[config.mk]
export PLATFORM = sky130hd
export DESIGN_NAME = paged_access_port
export DESIGN_NICKNAME = d
export VERILOG_FILES = /design/src/rtl/pgp_pkg.sv /design/src/rtl/pgp_sync.sv /design/src/rtl/pgp_ctlreg.sv /design/src/rtl/pgp_decode.sv /design/src/rtl/paged_access_port.sv
export SDC_FILE = /design/constraint.sdc
export NUM_CORES = 1
export LEC_CHECK = 0
export BUFFER_PORTS_ARGS = -buffer_cell sky130_fd_sc_hd__buf_2
export CELL_PAD_IN_SITES_DETAIL_PLACEMENT = 1
export CELL_PAD_IN_SITES_GLOBAL_PLACEMENT = 1
export CORE_MARGIN = 8
export CORE_UTILIZATION = 44
export CTS_CLUSTER_DIAMETER = 60
export CTS_CLUSTER_SIZE = 25
export DETAILED_ROUTE_END_ITERATION = 12
export HOLD_SLACK_MARGIN = 0.15
export MAX_ROUTING_LAYER = met4
export PLACE_DENSITY = 0.81
export RECOVER_POWER = 100
export SYNTH_ARGS = -nofsm -noshare
export SYNTH_HDL_FRONTEND = slang
export SYNTH_HIERARCHICAL = 1
export SYNTH_SLANG_ARGS = --single-unit
[constraint.sdc]
create_clock -name clk -period 4.8 [get_ports clk]
set_input_delay 0.24 -clock clk [delete_from_list [all_inputs] [get_ports clk]]
set_output_delay 0.24 -clock clk [all_outputs]
set_load 0.02 [all_outputs]
[src/rtl/pgp_pkg.sv]
package pgp_pkg;
  localparam int BYTE_W  = 8;
  localparam int CHAN_W  = 5;
  localparam int PAGE_W  = 3;
  localparam int ADDR_W  = CHAN_W + 1;
  localparam int INDEX_W = PAGE_W + CHAN_W;

  typedef enum logic [1:0] {
    TGT_NONE    = 2'b00,
    TGT_DATA    = 2'b01,
    TGT_CONN_LO = 2'b10,
    TGT_CONN_HI = 2'b11
  } target_e;

  // bit positions are software visible
  typedef struct packed {
    logic              split;
    logic              all_proc;
    logic              spare;
    logic [1:0]        mem_sel;
    logic [PAGE_W-1:0] page;
  } ctl_t;

  typedef enum logic [1:0] {
    PH_IDLE = 2'd0,
    PH_WAIT = 2'd1,
    PH_DONE = 2'd2
  } phase_e;
endpackage

[src/rtl/pgp_sync.sv]
module pgp_sync #(
  parameter int W = 1,
  parameter int STAGES = 2,
  parameter logic [W-1:0] RST_VAL = '0
) (
  input  logic         clk,
  input  logic         rst,
  input  logic [W-1:0] din,
  output logic [W-1:0] dout
);
  logic [W-1:0] stage_q [STAGES];

  for (genvar i = 0; i < STAGES; i++) begin : g_stage
    if (i == 0) begin : g_first
      always_ff @(posedge clk) begin
        if (rst) stage_q[i] <= RST_VAL;
        else     stage_q[i] <= din;
      end
    end else begin : g_next
      always_ff @(posedge clk) begin
        if (rst) stage_q[i] <= RST_VAL;
        else     stage_q[i] <= stage_q[i-1];
      end
    end
  end

  assign dout = stage_q[STAGES-1];
endmodule

[src/rtl/pgp_ctlreg.sv]
module pgp_ctlreg
  import pgp_pkg::*;
(
  input  logic              clk,
  input  logic              rst,
  input  logic              wr_en,
  input  logic [BYTE_W-1:0] wdata,
  output ctl_t              ctl_q
);
  ctl_t ctl_nxt;

  always_comb begin
    ctl_nxt       = ctl_t'(wdata);
    ctl_nxt.spare = 1'b0;
  end

  always_ff @(posedge clk) begin
    if (rst)        ctl_q <= '0;
    else if (wr_en) ctl_q <= ctl_nxt;
  end

  // register only changes on its own write
  p_ctl_hold_r1: assert property (@(posedge clk) disable iff (rst)
    !wr_en |=> $stable(ctl_q));
endmodule

[src/rtl/pgp_decode.sv]
module pgp_decode
  import pgp_pkg::*;
(
  input  logic [ADDR_W-1:0]  addr,
  input  logic               is_read,
  input  ctl_t               ctl,
  output logic               hit_ctl,
  output target_e            target,
  output logic [INDEX_W-1:0] index,
  output logic               needs_core
);
  always_comb begin
    hit_ctl = !addr[ADDR_W-1];
    index   = {ctl.page, addr[CHAN_W-1:0]};
    if (ctl.split) target = is_read ? TGT_DATA : TGT_CONN_LO;
    else           target = target_e'(ctl.mem_sel);
    needs_core = !hit_ctl && (target != TGT_NONE) &&
                 !((target == TGT_DATA) && !is_read);
  end
endmodule

[src/rtl/paged_access_port.sv]
module paged_access_port
  import pgp_pkg::*;
#(
  parameter int SYNC_STAGES = 2
) (
  input  logic               clk,
  input  logic               rst,
  input  logic               bus_sel_n,
  input  logic               bus_strobe,
  input  logic               bus_read,
  input  logic [ADDR_W-1:0]  bus_addr,
  input  logic [BYTE_W-1:0]  bus_din,
  output logic [BYTE_W-1:0]  bus_dout,
  output logic               bus_dout_en,
  output logic               bus_done_n,
  output logic               core_req,
  output logic [1:0]         core_target,
  output logic               core_write,
  output logic [INDEX_W-1:0] core_index,
  output logic [BYTE_W-1:0]  core_wdata,
  input  logic               core_grant,
  input  logic [BYTE_W-1:0]  core_rdata,
  output logic               all_proc_mode
);
  localparam int BUNDLE_W = 3 + ADDR_W + BYTE_W;
  localparam logic [BUNDLE_W-1:0] IDLE_BUNDLE = {1'b1, {(BUNDLE_W-1){1'b0}}};

  logic [BUNDLE_W-1:0] bundle_s;
  logic                s_sel_n, s_strobe, s_read;
  logic [ADDR_W-1:0]   s_addr;
  logic [BYTE_W-1:0]   s_din;

  pgp_sync #(.W(BUNDLE_W), .STAGES(SYNC_STAGES), .RST_VAL(IDLE_BUNDLE)) u_sync (
    .clk (clk),
    .rst (rst),
    .din ({bus_sel_n, bus_strobe, bus_read, bus_addr, bus_din}),
    .dout(bundle_s)
  );

  assign {s_sel_n, s_strobe, s_read, s_addr, s_din} = bundle_s;

  ctl_t               ctl_q;
  logic               hit_ctl, needs_core, ctl_wr, active;
  target_e            dec_target;
  logic [INDEX_W-1:0] dec_index;
  phase_e             phase_q;
  logic               rd_flag_q;

  assign active = !s_sel_n && s_strobe;
  assign ctl_wr = (phase_q == PH_IDLE) && active && hit_ctl && !s_read;

  pgp_decode u_decode (
    .addr      (s_addr),
    .is_read   (s_read),
    .ctl       (ctl_q),
    .hit_ctl   (hit_ctl),
    .target    (dec_target),
    .index     (dec_index),
    .needs_core(needs_core)
  );

  pgp_ctlreg u_ctl (
    .clk  (clk),
    .rst  (rst),
    .wr_en(ctl_wr),
    .wdata(s_din),
    .ctl_q(ctl_q)
  );

  assign all_proc_mode = ctl_q.all_proc;

  always_ff @(posedge clk) begin
    if (rst) begin
      phase_q     <= PH_IDLE;
      bus_done_n  <= 1'b1;
      bus_dout_en <= 1'b0;
      bus_dout    <= '0;
      core_req    <= 1'b0;
      core_target <= TGT_NONE;
      core_write  <= 1'b0;
      core_index  <= '0;
      core_wdata  <= '0;
      rd_flag_q   <= 1'b0;
    end else begin
      case (phase_q)
        PH_IDLE: begin
          if (active) begin
            if (hit_ctl) begin
              phase_q     <= PH_DONE;
              bus_done_n  <= 1'b0;
              bus_dout_en <= s_read;
              bus_dout    <= s_read ? BYTE_W'(ctl_q) : '0;
            end else if (needs_core) begin
              phase_q     <= PH_WAIT;
              core_req    <= 1'b1;
              core_target <= dec_target;
              core_write  <= !s_read;
              core_index  <= dec_index;
              core_wdata  <= s_din;
              rd_flag_q   <= s_read;
            end else begin
              phase_q     <= PH_DONE;
              bus_done_n  <= 1'b0;
              bus_dout_en <= s_read;
              bus_dout    <= '0;
            end
          end
        end
        PH_WAIT: begin
          if (core_grant) begin
            core_req    <= 1'b0;
            phase_q     <= PH_DONE;
            bus_done_n  <= 1'b0;
            bus_dout_en <= rd_flag_q;
            bus_dout    <= rd_flag_q ? core_rdata : '0;
          end
        end
        PH_DONE: begin
          if (!s_strobe) begin
            phase_q     <= PH_IDLE;
            bus_done_n  <= 1'b1;
            bus_dout_en <= 1'b0;
            bus_dout    <= '0;
          end
        end
        default: phase_q <= PH_IDLE;
      endcase
    end
  end

  // request fields held until granted
  p_req_hold_r9: assert property (@(posedge clk) disable iff (rst)
    core_req && !core_grant |=> core_req && $stable(core_index) &&
      $stable(core_target) && $stable(core_write) && $stable(core_wdata));

  // no completion while a request is pending
  p_no_done_in_req_r9: assert property (@(posedge clk) disable iff (rst)
    core_req |-> bus_done_n);

  // read data driven only during completion
  p_dout_in_done_r10: assert property (@(posedge clk) disable iff (rst)
    bus_dout_en |-> !bus_done_n);

  // completion released only after strobe seen low
  p_release_r10: assert property (@(posedge clk) disable iff (rst)
    $rose(bus_done_n) |-> !$past(s_strobe));

  // data memory never written through a request
  p_no_dm_write_r6: assert property (@(posedge clk) disable iff (rst)
    core_req |-> !((core_target == TGT_DATA) && core_write));
endmodule

==> impl_metrics.py <==
metrics = {
    "pwr": {
        "p_comb_share_pct": 8.4,
        "power_frac_seq_pct": 49.5,
        "power_density_nw_per_um2": 395,
        "internal_power_mw": 1.00,
        "clock_power_share_pct": 42.2,
        "ir_drop_v": 0.000211,
        "netSwitchingPower_uw": 313,
        "switching_share_pct": 23.8,
        "power.leakage_nw": 1.22,
    },
    "setup_path": {
        "required_ns": 4.88,
        "crit_path_end_kind": "flip-flop",
        "crit_path_start": "rst",
        "timing.rr.end": "core_wdata[0]$_SDFFE_PP0P_",
        "rr_startpoint": "phase_q[1]$_SDFFE_PP0P_",
        "arrival_ns": 2.62,
        "crit_type": "input port to flip-flop",
        "cp-endpoint": "u_sync/stage_q[1][9]$_SDFF_PP0_",
        "r2r_slack_ns": 2.65,
        "critPathMaxFanout": 74,
        "r2r_cells": 6,
        "start_kind": "input port",
    },
    "finish": {
        "area_growth_syn_to_layout_pct": 21.1,
        "drive_above_1_share_pct": 15.7,
        "nets": 373,
        "finish.utilization_pct": 55.5,
        "stdcell_area_um2": 3330,
        "n_antenna_cell": 0,
        "nFillCells": 700,
    },
    "yosys": {
        "synth.largest_area_cell": "dfxtp_1",
        "ys_ff_latch": 74,
        "synthDistinctLibCells": 43,
        "ys.flop_type": "dfxtp_1",
        "synth-async-reset-ratio_pct": 0,
        "synth_edf_count": 0,
        "ys_warn_count": 6,
        "yosys.area_share.xor_xnor_pct": 0,
        "synth.yosys.seq_area_share_pct": 53.9,
        "synth_mux_area_share_pct": 3.51,
        "synthTopCellsByArea": "dfxtp_1, nor2b_1, a21oi_1, nand2_1, buf_4",
        "netlist_instances": 277,
        "synth_area_um2": 2750,
        "synthAdderAreaFrac_pct": 2.28,
        "yosys-top-cells-count": "dfxtp_1, nand2_1, a21oi_1, nor2b_1, buf_4",
        "yosys.cell_count.top_type": "dfxtp_1",
        "synth_compound_area_share_pct": 14.5,
        "synth_top_area_share_pct": 53.9,
        "syn_area_per_cell_um2": 9.92,
        "synth_top_family_by_area": "simple AND/OR/NAND/NOR gates",
        "syn_nets": 310,
        "synth-simple-area-share_pct": 18.4,
    },
    "placement": {
        "placed_area_um2": 2960,
        "hpwl_um": 4340,
        "place.gp.congestion": 0.741,
        "io_buffers": 58,
    },
    "grt": {
        "grt_overflow_total": 0,
        "grt_pass1_wl_um": 10400,
        "antenna_found_initial": 0,
        "grt_max_degree": 75,
        "track_usage_pct": 15.2,
        "grt_pass1_vias": 2229,
    },
    "sta": {
        "max_slew.worst_pin.slew_ns": 2.96,
        "drv_slew": 75,
        "finalSetupTns_ns": 0,
        "layout_min_cycle_time_ns": 2.54,
        "rsz0062_at_grt": "false",
        "setup_violations": 0,
        "hold_viol": 0,
        "hold_ws_ns": 0.267,
        "post-route-period-util_pct": 52.9,
        "relSlewSlack_pct": -97.7,
        "fin_skew_ns": 0.0118,
        "timing.fmax_ghz": 0.394,
    },
    "status": {
        "violations": "capacitance limit, slew limit",
        "status": "complete, but fails checks",
    },
    "die": {
        "pin_count": 59,
        "fp-row-count": 28,
        "core-area_um2": 5990,
        "start_util_pct": 45.9,
        "die_area_um2": 9030,
        "die_h_um": 95.0,
        "die-width_um": 95.0,
    },
    "routing": {
        "route.detailed.drc": 0,
        "dr.pass1.iters": 3,
        "drt-initial-drc-count": 90,
        "drtAntennaViolNets": 0,
        "drt_wl_total_um": 6390,
        "num_vias": 2068,
        "wl_per_cell_um": 15.2,
        "vias_per_cell": 4.92,
    },
    "cts": {
        "cts_root_buf": "clkbuf_8",
        "cts_buffers": 9,
        "clk_latency_ns": 0.34,
        "cts_buffer_depth": 2,
        "hold_buffers": 16,
        "clock-sinks": 74,
        "cts_tree": "done",
        "htreeDepth": 3,
        "post_cts_buffers": 0,
        "cts_resized": 0,
        "cts.clk_slew.worst_paths_ns": 0.08,
    },
    "worst_hold_path": {
        "hold_path_class": "input port to flip-flop",
    },
    "flow_run": {
        "cap_violations": 1,
    },
}
[critical path: stages]
cell and delay [ns]:
buf_2 0.07, clkbuf_1 2.09, nor2b_1 0.20
[through the flow]
| step | instances | total power [mW] | worst slack, ns |
|---|---|---|---|
| 6_report | 420 | 1.32 | 2.26 |
| 3_5_place_dp | 387 | 0.767 | 2.72 |
| 5_1_grt | 420 | 1.38 | 1.86 |
| 3_3_place_gp | 387 | 0.764 | 2.80 |
| 2_1_floorplan | 277 | 0.739 | 3.07 |
| 4_1_cts | 419 | 1.33 | 2.70 |
[layer usage]
layer	global-route usage [%]	up-vias	wire, µm
li1	-	1049	-
met1	16.8	959	2810
met2	24.9	50	3150
met3	3.69	10	315
met4	7.80	0	108
met5	-	-	0
[worst min-delay path by stage]
stage	startpoint	cells after the start	to
finish	core_grant	4	core_req$_SDFFE_PP0P_
floorplan	rst	1	u_sync/stage_q[0][0]$_SDFF_PP0_
global route	core_grant	4	core_req$_SDFFE_PP0P_
global placement	u_sync/stage_q[0][16]$_SDFF_PP1_	1	u_sync/stage_q[1][16]$_SDFF_PP1_
CTS	bus_din[5]	2	u_sync/stage_q[0][5]$_SDFF_PP0_
detailed placement	u_sync/stage_q[0][16]$_SDFF_PP1_	1	u_sync/stage_q[1][16]$_SDFF_PP1_
[registers in the layout, summed over array words and instances, names as in the netlist, 2 cells and up]
name / cells
u_sync/stage_q: 34
bus_dout: 8
core_index: 8
core_wdata: 8
u_ctl/ctl_q: 7
core_target: 2
phase_q: 2
[placed cells by master, fill, tap and decap left out, types with 2 or more instances in the layout]
master / synthesis / final
and2b_2: 2 / 2
buf_2: 3 / 27
nor2_1: 8 / 8
a21oi_1: 33 / 33
clkbuf_1: 4 / 32
and3_1: 2 / 2
inv_1: 4 / 4
clkbuf_8: 1 / 10
or2_1: 2 / 2
nor2b_1: 31 / 31
a211oi_1: 2 / 2
a22oi_1: 8 / 8
mux2i_1: 7 / 7
nand2_1: 42 / 42
dlygate4sd3_1: 0 / 17
o21ai_0: 2 / 2
nand2b_1: 2 / 2
a311oi_1: 8 / 8
clkinv_4: 0 / 2
dfxtp_1: 74 / 74
nand3b_1: 2 / 2
bufinv_16: 0 / 2
ha_1: 5 / 5
[layout make-up]
type | count | area (µm²) | share of cell area [%]
repair buffers | 77 | 433 | 13.0
multi-input cells | 174 | 1070 | 32.1
inverters | 4 | 15.0 | 0.451
clock buffers | 10 | 138 | 4.14
well taps | 75 | 93.8 | 2.82
flip-flops and latches | 74 | 1480 | 44.5
clock inverters | 6 | 97.6 | 2.93
[logic make-up (layout without fill, tap and decap cells)]
| kind of cell | Yosys count | in the layout |
|---|---|---|
| other | 1 | 1 |
| multiplexers | 9 | 9 |
| AND/OR/NAND/NOR | 99 | 99 |
| buffers and inverters | 29 | 97 |
| AO/OA/AOI/OAI | 60 | 60 |
| adder cells (fa/ha/maj) | 5 | 5 |
| flip-flops | 74 | 74 |
[power by group through the flow]
stage          clock network [mW]  registers [mW]  logic (mW)
2_1_floorplan                   0           0.676      0.0629
3_3_place_gp                    0           0.664      0.0999
3_5_place_dp                    0           0.665       0.102
4_1_cts                     0.568           0.651       0.112
5_1_grt                     0.599           0.654       0.123
6_report                    0.555           0.651       0.110
(Power assumes the default switching activity.)
